### config.mk
export PLATFORM = sky130hd
export DESIGN_NAME = ptp_tod_counter
export DESIGN_NICKNAME = d
export VERILOG_FILES = /design/src/rtl/ptpc_pkg.sv /design/src/rtl/ptpc_regif.sv /design/src/rtl/ptpc_frac_acc.sv /design/src/rtl/ptpc_time_core.sv /design/src/rtl/ptpc_capture.sv /design/src/rtl/ptp_tod_counter.sv
export SDC_FILE = /design/constraint.sdc
export NUM_CORES = 1
export LEC_CHECK = 0
export ABC_CLOCK_PERIOD_IN_PS = 11000
export BUFFER_PORTS_ARGS = -buffer_cell sky130_fd_sc_hd__buf_2
export CAP_MARGIN = 20
export CORE_UTILIZATION = 50
export CTS_CLUSTER_SIZE = 12
export DETAILED_ROUTE_END_ITERATION = 16
export GPL_TIMING_DRIVEN = 0
export HOLD_SLACK_MARGIN = 0.12
export MAX_ROUTING_LAYER = met4
export PLACE_DENSITY = 0.73
export SKIP_CTS_REPAIR_TIMING = 1
export SLEW_MARGIN = 20
export SYNTH_ARGS = -nofsm -noshare
export SYNTH_HDL_FRONTEND = slang
export SYNTH_SLANG_ARGS = --single-unit
### constraint.sdc
create_clock -name clk -period 11 [get_ports clk]
set_clock_uncertainty 0.05 [all_clocks]
set_input_delay 0.55 -clock clk [delete_from_list [all_inputs] [get_ports clk]]
set_output_delay 0.55 -clock clk [all_outputs]
set_load 0.03 [all_outputs]
### src/rtl/ptpc_pkg.sv
package ptpc_pkg;
  typedef enum logic [2:0] {
    ADDR_NS     = 3'd0,
    ADDR_SEC_LO = 3'd1,
    ADDR_SEC_HI = 3'd2,
    ADDR_INC    = 3'd3,
    ADDR_SUBINC = 3'd4,
    ADDR_ADJ    = 3'd5
  } ptpc_addr_e;

  localparam int unsigned NS_PER_SEC = 1_000_000_000;

  typedef struct packed {
    logic ns;
    logic sec_lo;
    logic sec_hi;
    logic inc;
    logic sub;
    logic adj;
  } ptpc_wr_t;
endpackage

### src/rtl/ptpc_regif.sv
module ptpc_regif
  import ptpc_pkg::*;
#(
  parameter int DATA_W   = 32,
  parameter int ADDR_W   = 3,
  parameter int INC_W    = 8,
  parameter int FRAC_W   = 16,
  parameter int SEC_HI_W = 16
) (
  input  logic                clk,
  input  logic                rst_n,
  input  logic                reg_wr,
  input  logic [ADDR_W-1:0]   reg_addr,
  input  logic [DATA_W-1:0]   reg_wdata,
  output ptpc_wr_t            wr_s,
  output logic [INC_W-1:0]    act_inc,
  output logic [FRAC_W-1:0]   act_frac,
  output logic [SEC_HI_W-1:0] stage_hi
);
  localparam int FLD_W = (FRAC_W > SEC_HI_W) ? FRAC_W : SEC_HI_W;

  logic [FRAC_W-1:0] stage_frac;
  logic              unused_wdata;

  assign unused_wdata = ^reg_wdata[DATA_W-1:FLD_W];

  // address decode into one-hot write strobes
  always_comb begin
    wr_s        = '0;
    wr_s.ns     = reg_wr && (reg_addr == ADDR_W'(ADDR_NS));
    wr_s.sec_lo = reg_wr && (reg_addr == ADDR_W'(ADDR_SEC_LO));
    wr_s.sec_hi = reg_wr && (reg_addr == ADDR_W'(ADDR_SEC_HI));
    wr_s.inc    = reg_wr && (reg_addr == ADDR_W'(ADDR_INC));
    wr_s.sub    = reg_wr && (reg_addr == ADDR_W'(ADDR_SUBINC));
    wr_s.adj    = reg_wr && (reg_addr == ADDR_W'(ADDR_ADJ));
  end

  // staged values and the active step pair
  always_ff @(posedge clk or negedge rst_n) begin
    if (!rst_n) begin
      stage_frac <= '0;
      stage_hi   <= '0;
      act_inc    <= '0;
      act_frac   <= '0;
    end else begin
      if (wr_s.sub)    stage_frac <= reg_wdata[FRAC_W-1:0];
      if (wr_s.sec_hi) stage_hi   <= reg_wdata[SEC_HI_W-1:0];
      if (wr_s.inc) begin
        act_inc  <= reg_wdata[INC_W-1:0];
        act_frac <= stage_frac;
      end
    end
  end
endmodule

### src/rtl/ptpc_frac_acc.sv
module ptpc_frac_acc #(
  parameter int INC_W  = 8,
  parameter int FRAC_W = 16
) (
  input  logic              clk,
  input  logic              rst_n,
  input  logic [INC_W-1:0]  act_inc,
  input  logic [FRAC_W-1:0] act_frac,
  output logic [INC_W:0]    step
);
  logic [FRAC_W-1:0] acc_q;
  logic [FRAC_W:0]   acc_sum;

  assign acc_sum = {1'b0, acc_q} + {1'b0, act_frac};
  // whole step plus the carry leaving the fraction
  assign step    = {1'b0, act_inc} + {{INC_W{1'b0}}, acc_sum[FRAC_W]};

  always_ff @(posedge clk or negedge rst_n) begin
    if (!rst_n) acc_q <= '0;
    else        acc_q <= acc_sum[FRAC_W-1:0];
  end
endmodule

### src/rtl/ptpc_time_core.sv
module ptpc_time_core
  import ptpc_pkg::*;
#(
  parameter int DATA_W   = 32,
  parameter int NS_W     = 30,
  parameter int INC_W    = 8,
  parameter int SEC_HI_W = 16,
  parameter int ADJ_SIGN = 31
) (
  input  logic                       clk,
  input  logic                       rst_n,
  input  ptpc_wr_t                   wr_s,
  input  logic [DATA_W-1:0]          reg_wdata,
  input  logic [SEC_HI_W-1:0]        stage_hi,
  input  logic [INC_W:0]             step,
  output logic [NS_W-1:0]            ns_q,
  output logic [DATA_W+SEC_HI_W-1:0] sec_q
);
  localparam int SEC_W = DATA_W + SEC_HI_W;
  localparam int SUM_W = NS_W + 2;
  localparam logic signed [SUM_W-1:0] NPS = SUM_W'(NS_PER_SEC);

  logic signed [SUM_W-1:0] base_s, adj_s, tot_s, fix_s;
  logic [NS_W-1:0]         ns_n;
  logic [SEC_W-1:0]        sec_n;
  logic                    unused_gap;

  assign unused_gap = ^reg_wdata[ADJ_SIGN-1:NS_W];

  always_comb begin
    base_s = $signed({2'b00, ns_q}) + $signed({{(SUM_W-INC_W-1){1'b0}}, step});
    adj_s  = '0;
    if (wr_s.adj) begin
      if (reg_wdata[ADJ_SIGN]) adj_s = -$signed({2'b00, reg_wdata[NS_W-1:0]});
      else                     adj_s =  $signed({2'b00, reg_wdata[NS_W-1:0]});
    end
    tot_s = base_s + adj_s;
    sec_n = sec_q;
    fix_s = tot_s;
    if (tot_s < 0) begin
      fix_s = tot_s + NPS;
      sec_n = sec_q - SEC_W'(1);
    end else if (tot_s >= NPS) begin
      fix_s = tot_s - NPS;
      sec_n = sec_q + SEC_W'(1);
    end
    ns_n = fix_s[NS_W-1:0];
    if (wr_s.ns) begin
      ns_n  = reg_wdata[NS_W-1:0];
      sec_n = sec_q;
    end
    if (wr_s.sec_lo) sec_n = {stage_hi, reg_wdata};
  end

  always_ff @(posedge clk or negedge rst_n) begin
    if (!rst_n) begin
      ns_q  <= '0;
      sec_q <= '0;
    end else begin
      ns_q  <= ns_n;
      sec_q <= sec_n;
    end
  end
endmodule

### src/rtl/ptpc_capture.sv
module ptpc_capture #(
  parameter int DATA_W    = 32,
  parameter int NS_W      = 30,
  parameter int SEC_W     = 48,
  parameter int CAP_SEC_W = 6
) (
  input  logic                             clk,
  input  logic                             rst_n,
  input  logic                             cap_strobe,
  input  logic                             cap_ready,
  input  logic [NS_W-1:0]                  ns_q,
  input  logic [SEC_W-1:0]                 sec_q,
  output logic                             cap_valid,
  output logic [DATA_W-1:0]                cap_lo,
  output logic [CAP_SEC_W-(DATA_W-NS_W)-1:0] cap_hi
);
  localparam int LO_SEC = DATA_W - NS_W;

  logic load;
  logic unused_sec;

  assign unused_sec = ^sec_q[SEC_W-1:CAP_SEC_W];
  assign load       = cap_strobe && (!cap_valid || cap_ready);

  always_ff @(posedge clk or negedge rst_n) begin
    if (!rst_n) begin
      cap_valid <= 1'b0;
      cap_lo    <= '0;
      cap_hi    <= '0;
    end else if (load) begin
      cap_valid <= 1'b1;
      cap_lo    <= {sec_q[LO_SEC-1:0], ns_q};
      cap_hi    <= sec_q[CAP_SEC_W-1:LO_SEC];
    end else if (cap_ready) begin
      cap_valid <= 1'b0;
    end
  end
endmodule

### src/rtl/ptp_tod_counter.sv
module ptp_tod_counter
  import ptpc_pkg::*;
#(
  parameter int DATA_W    = 32,
  parameter int ADDR_W    = 3,
  parameter int NS_W      = 30,
  parameter int INC_W     = 8,
  parameter int FRAC_W    = 16,
  parameter int SEC_HI_W  = 16,
  parameter int CAP_SEC_W = 6,
  parameter int ADJ_SIGN  = 31
) (
  input  logic                             clk,
  input  logic                             rst_n,
  input  logic                             reg_wr,
  input  logic [ADDR_W-1:0]                reg_addr,
  input  logic [DATA_W-1:0]                reg_wdata,
  output logic [DATA_W-1:0]                reg_rdata,
  input  logic                             cap_strobe,
  output logic                             cap_valid,
  input  logic                             cap_ready,
  output logic [DATA_W-1:0]                cap_lo,
  output logic [CAP_SEC_W-(DATA_W-NS_W)-1:0] cap_hi,
  output logic [DATA_W+SEC_HI_W-1:0]       tod_sec,
  output logic [NS_W-1:0]                  tod_ns
);
  localparam int SEC_W = DATA_W + SEC_HI_W;

  ptpc_wr_t            wr_s;
  logic [INC_W-1:0]    act_inc;
  logic [FRAC_W-1:0]   act_frac;
  logic [SEC_HI_W-1:0] stage_hi;
  logic [INC_W:0]      step;

  ptpc_regif #(
    .DATA_W(DATA_W), .ADDR_W(ADDR_W), .INC_W(INC_W),
    .FRAC_W(FRAC_W), .SEC_HI_W(SEC_HI_W)
  ) u_regif (
    .clk(clk), .rst_n(rst_n), .reg_wr(reg_wr), .reg_addr(reg_addr),
    .reg_wdata(reg_wdata), .wr_s(wr_s), .act_inc(act_inc),
    .act_frac(act_frac), .stage_hi(stage_hi)
  );

  ptpc_frac_acc #(.INC_W(INC_W), .FRAC_W(FRAC_W)) u_acc (
    .clk(clk), .rst_n(rst_n), .act_inc(act_inc), .act_frac(act_frac),
    .step(step)
  );

  ptpc_time_core #(
    .DATA_W(DATA_W), .NS_W(NS_W), .INC_W(INC_W),
    .SEC_HI_W(SEC_HI_W), .ADJ_SIGN(ADJ_SIGN)
  ) u_core (
    .clk(clk), .rst_n(rst_n), .wr_s(wr_s), .reg_wdata(reg_wdata),
    .stage_hi(stage_hi), .step(step), .ns_q(tod_ns), .sec_q(tod_sec)
  );

  ptpc_capture #(
    .DATA_W(DATA_W), .NS_W(NS_W), .SEC_W(SEC_W), .CAP_SEC_W(CAP_SEC_W)
  ) u_cap (
    .clk(clk), .rst_n(rst_n), .cap_strobe(cap_strobe), .cap_ready(cap_ready),
    .ns_q(tod_ns), .sec_q(tod_sec), .cap_valid(cap_valid),
    .cap_lo(cap_lo), .cap_hi(cap_hi)
  );

  // live read mux, no latching
  always_comb begin
    reg_rdata = '0;
    case (reg_addr)
      ADDR_W'(ADDR_NS):     reg_rdata = {{(DATA_W-NS_W){1'b0}}, tod_ns};
      ADDR_W'(ADDR_SEC_LO): reg_rdata = tod_sec[DATA_W-1:0];
      ADDR_W'(ADDR_SEC_HI): reg_rdata = {{(DATA_W-SEC_HI_W){1'b0}}, tod_sec[SEC_W-1:DATA_W]};
      ADDR_W'(ADDR_INC):    reg_rdata = {{(DATA_W-INC_W){1'b0}}, act_inc};
      ADDR_W'(ADDR_SUBINC): reg_rdata = {{(DATA_W-FRAC_W){1'b0}}, act_frac};
      default:              reg_rdata = '0;
    endcase
  end
endmodule

# [Yosys cells after proc, flatten, opt, wreduce, memory -nomap -nowiden]
# Cells that the tools add are included.
# Widths: inputs -> output; s select.
[totals] register_bits=187 latchBits=0 mem_bits_rw=0 romBits=0 inputBits=40 output_inout_bits=147 wordCells=52 mem_count=0
[op_classes] add_sub_neg=9 multipliers=0 n_div=0 order_cmp=2 eq_ne=6 n_shift=0 muxes=12 n_bitwise=0 reduce_logical=13
[ops] op="$mux 48" n=4
[ops] op="$pmux 32 s5" n=1
[ops] op="$mux 30" n=3
[ops] op="$mux 32" n=2
[ops] op="$add 48x1->48 const B" n=1
[ops] op="$sub 48x1->48 const B" n=1
[ops] op="$add 32x32->32" n=1
[ops] op="$ge 32x31->1 const B" n=1
[ops] op="$lt 32x1->1 const B" n=1
[ops] op="$neg 30->32" n=1
[ops] op="$add 30x9->31" n=1
[ops] op="$add 30x28->30 const B" n=1
[ops] op="$sub 30x28->30 const B" n=1
[ops] op="$add 16x16->17" n=1
[ops] op="$add 8x1->9" n=1
[ops] op="$logic_and 1x1->1" n=7
[ops] op="$eq 3x2->1 const B" n=2
[ops] op="$eq 3x3->1 const B" n=2
[ops] op="$eq 3x1->1 const B" n=1
[ops] op="$logic_not 3->1" n=1
[ops] op="$reduce_bool 3->1" n=1
[ops] op="$mux 1" n=2
[ops] op="$ne 2x2->1 const B" n=1
[ops] op="$reduce_and 2->1" n=1
[ops] op="other kinds (3)" n=3

# [Depth between registers and ports, before layout]
[depth] word_depth=9 ltp_mapped=49 ltp_nobuf=46

# [Cells and area by module]
# Synthesis repeated with hierarchy kept, for this count alone.
[unflattened] hier_cells=1813 area_unflattened_um2=16343.2
[modules_own_cells] mod="ptpc_time_core" n_inst=1 cells_per_inst=1356 area_per_inst_um2=10528.8 seq_area_each_um2=1951.9
[modules_own_cells] mod="ptpc_regif" n_inst=1 cells_per_inst=126 area_per_inst_um2=2187.1 seq_area_each_um2=1401.3
[modules_own_cells] mod="ptpc_capture" n_inst=1 cells_per_inst=79 area_per_inst_um2=1536.5 seq_area_each_um2=925.9
[modules_own_cells] mod="ptpc_frac_acc" n_inst=1 cells_per_inst=145 area_per_inst_um2=1327.5 seq_area_each_um2=400.4
[modules_own_cells] mod="ptp_tod_counter" n_inst=1 cells_per_inst=107 area_per_inst_um2=763.2 seq_area_each_um2=0.0

# [Least setup slack after synthesis]
# No wires, ideal clock.
[synth_timing] path_type="reg2reg" start="register u_regif.act_frac[0]" end="register u_core.sec_q[47]" setup_ns=0.126 t_arrival_ns=10.517 required_time_ns=10.824 setup_slack_ns=0.307 stages_incl_launch_ff=49 path_buffers=3 synth_period_minus_slack_ns=10.693 path_cell_list="dfrtp_1 ha_1 fa_1 a21o_1 a21oi_1 o21bai_1 a21oi_1 o21bai_1 a21oi_1 o21bai_1 a2111oi_0 o31ai_1 nand3_1 nand2_1 fa_1 fa_1 a21oi_1 nor2_1 [... 13 more ...] o211a_1 a211oi_1 or3b_1 nand4_4 buf_2 buf_2 ha_1 or2_2 and3_1 o221a_2 a311oi_1 o21a_1 o21ai_0 a21oi_1 a311oi_1 xnor2_1 a221o_1 a221o_1"
[synth_between] elab_chain_cells=8 word_cells_on_any_way=11 cone_classes="add/sub (4); order compare (2); mux (3); reduce/logical (2)"
[synth_lines] item="from (decl)" line="ptpc_regif.sv:17" source="output logic [FRAC_W-1:0] act_frac,"
[synth_lines] item="from (signal assigned)" line="ptpc_regif.sv:50" source="act_frac <= stage_frac;"
[synth_lines] item="$add 16x16->17 *" line="ptpc_frac_acc.sv:14" source="assign acc_sum = {1'b0, acc_q} + {1'b0, act_frac};"
[synth_lines] item="$add 8x1->9 *" line="ptpc_frac_acc.sv:16" source="assign step = {1'b0, act_inc} + {{INC_W{1'b0}}, acc_sum[FRAC_W]};"
[synth_lines] item="$add 30x9->31 *" line="ptpc_time_core.sv:31" source="base_s = $signed({2'b00, ns_q}) + $signed({{(SUM_W-INC_W-1){1'b0}}, step});"
[synth_lines] item="$add 32x32->32 *" line="ptpc_time_core.sv:37" source="tot_s = base_s + adj_s;"
[synth_lines] item="$lt 32x1->1" line="ptpc_time_core.sv:40" source="if (tot_s < 0) begin"
[synth_lines] item="$mux 48" line="ptpc_time_core.sv:40"
[synth_lines] item="$mux 48" line="ptpc_time_core.sv:48" source="if (wr_s.ns) begin"
[synth_lines] item="$mux 48" line="ptpc_time_core.sv:52" source="if (wr_s.sec_lo) sec_n = {stage_hi, reg_wdata};"
[synth_lines] item="to (signal assigned)" line="ptpc_time_core.sv:61" source="sec_q <= sec_n;"
[synth_lines] item="to (decl)" line="ptpc_time_core.sv:17" source="output logic [DATA_W+SEC_HI_W-1:0] sec_q"
# Every way passes the cells marked *; elsewhere a longest branch is shown, timed or not. The select of a mux whose other input is x is not followed.
# A chain may end at the register's enable or synchronous reset.

# [Worst setup path after layout]
# Same ends and word-level chain as after synthesis.

==> results.toml <==
[final_layout]
drive_gt1_share_pct = 23.7
fin_nets = 2134
stdcell_area_sq_um = 18500
nFillCells = 2830
area_growth_pct = 15.6

[floorplanning]
die-width_um = 181
rows = 65
die-area_sq_um = 32800
io-pin-count = 187
dieHeight_um = 181
coreArea_sq_um = 31600
initial_core_util_pct = 50.8

[logic_synthesis]
synth_cell_type_count = 103
synthCells = 1772
syn_nets = 1925
synth_edf_count = 0
post-synth-top-area-cell = "dfrtp_1"
synthTopCellsByArea = "dfrtp_1 (29%), ha_1 (8.4%), mux2_2 (7.4%)"
seq_area_frac_synth_pct = 29.2
synth_ff_type = "dfrtp_1"
netlist_area_sq_um = 16000
synth_commonest_cells = "dfrtp_1 (187), nand2_1 (152), nor2_1 (148)"
synth_top_area_share_pct = 29.2
synth.most_common_cell = "dfrtp_1"
syn_avg_cell_area_sq_um = 9.05
synthArstFlopShare_pct = 100
yosysWarnings = 0
synth_seq_cells = 187

[min_path]
hp-class = "in2reg"

[timing]
max_freq_mhz = 91.9
slew_violations = 0
slew_headroom_pct = 26.9
hold_viol = 0
tightest_slew_ps = 1090
layout_min_cycle_time_ps = 10880
finalSetupViolCount = 0
whs_ps = 276
fin_setup_tns_ps = 0
min_period_over_period_pct = 98.9

[global_route]
grt_usage_pct = 34.3
grt_pass1_wl_mm = 83.5
grt_pass1_vias = 14186
grt_max_degree = 82
overflow = 0
grt_antenna_before_repair = 3

[cts]
clockBufferDepth = 2
cts_tree = "built"
htreeDepth = 4
cts_sinks = 187
clk_pin_slew_ps = 80
cts_root_buf = "clkbuf_16"
cts_made_buffers = 17
clk_latency_ps = 450

[worst_setup_path]
slowest_delay_ps = 580
path_delay_family = "compound AO/OA/AOI/OAI gates"
path_class = "reg2reg"
slowest_stage = "or4_4"
crit_arrival_ps = 11170
rrSetupSlack_ps = 120
critPathBufInv = 3
crit_path_end_kind = "flop"
path_depth = 47
crit_path_start_kind = "flop"
path_common_cell = "a21oi_2"
r2r-end = "u_core.sec_q[47]"
cp_max_fo = 16
reg2reg_from = "u_regif.act_frac[0]"
cp-startpoint = "u_regif.act_frac[0]"
cp.required_ps = 11290
critPathCapture = "u_core.sec_q[47]"
reg2regPathDepth = 47

[power]
p_leak_nw = 8.54
total_power_mw = 5.47
peakVddDrop_uv = 143
powerDensity_nw_per_um2 = 295

[placed_design]
portBuffers = 176
dpl.hpwl_mm = 42.4
globalplace.congestion = 1.01
postPlaceCellArea_sq_um = 17500

[routing]
viasPerCell = 6.36
ant_nets = 0
routedWlPerCell_um = 23.4
drt-pass1-iter-count = 6
via_count = 15243
wirelength_mm = 56.2
drc = 0
drtIter0Drc = 1416

[outcome]
status = "completed"

[flow_run]
max-cap-violations = 0
routing by layer:
metal,track usage [%],vias to the layer above,wire [um]
met5,-,-,0
met4,10.7,0,1630
met3,3.53,91,3860
met2,53.4,674,25500
met1,46.8,7500,25200
li1,-,6978,-
worst register-to-register path: cells and delay by family, from the launching register on:
| kind | cells | cell delay (ps) |
|---|---|---|
| compound gates | 26 | 5380 |
| fa+ha+maj | 6 | 2130 |
| simple gates | 10 | 1990 |
| buf+inv | 3 | 500 |
| flops | 1 | 410 |
| xor+xnor | 2 | 330 |
power by group:
group	total (mW)	switching, mW	internal (mW)
clock network	0.673	0.324	0.349
registers	1.40	0.413	0.989
logic	3.39	2.03	1.36
total	5.47	2.77	2.70
final cells by class:
cell class	instances	area, sq um	share of cell area (%)
antenna	2	5.00	0.0270
multi-input combinational	1466	11100	59.6
clock inverter	15	199	1.07
sequential	187	4680	25.2
clock buffer	17	425	2.29
inverter	32	120	0.648
timing repair buffer	195	1110	5.99
buffer	82	445	2.40
tap	402	503	2.71
through the flow:
stage                     util, %  worst slack (ps)  instances
after global routing         58.8              -226       2398
after global placement       55.2             -2080       2350
final                        58.8               119       2398
after CTS                    57.4             -1860       2384
after floorplan                 -               307       1772
after detailed placement     55.4             -1700       2352
logic make-up (layout without fill, tap and decap cells):
group           count (synthesis)  after routing  synth area share [%]
compound gates                489            489                  20.7
simple gates                  543            543                  16.6
mux                           183            183                  13.2
buf+inv                       119            341                  3.38
other cells                     0              2                     0
fa+ha+maj                     113            113                  9.05
xor+xnor                      138            138                  7.82
flops                         187            187                  29.2
placed cells by master, fill, tap and decap left out, drive strengths merged, types with 19 or more instances in the layout:
cell type	count
buf	212
xor2	71
or3	19
mux2	138
o31ai	24
nand2	153
a21oi	113
o21bai	24
inv	40
nor3	33
xnor2	67
a21o	59
o21ai	114
mux2i	45
a211oi	19
and3	24
clkbuf	81
dfrtp	187
nand2b	20
nor2	149
ha	108
nand3	47
state kept, by name, summed over array words and instances, names as in the netlist:
signal	cells
u_regif.stage_hi	16
u_regif.act_inc	8
u_cap.cap_hi	4
u_core.sec_q	48
u_cap.cap_valid	1
u_core.ns_q	30
u_cap.cap_lo	32
u_acc.acc_q	16
u_regif.stage_frac	16
u_regif.act_frac	16
worst min-delay path by stage:
stage,endpoint,slack (ps),start,cells past startpoint
4_1_cts,u_cap.cap_lo[8],-50,rst_n,1
3_5_place_dp,u_acc.acc_q[0],410,u_acc.acc_q[0],1
5_1_grt,u_cap.cap_valid,280,cap_strobe,2
2_1_floorplan,u_acc.acc_q[0],200,rst_n,0
3_3_place_gp,u_acc.acc_q[0],400,u_acc.acc_q[0],1
6_report,u_cap.cap_valid,280,cap_strobe,2
Note: power is estimated with default switching activity, not from simulation.
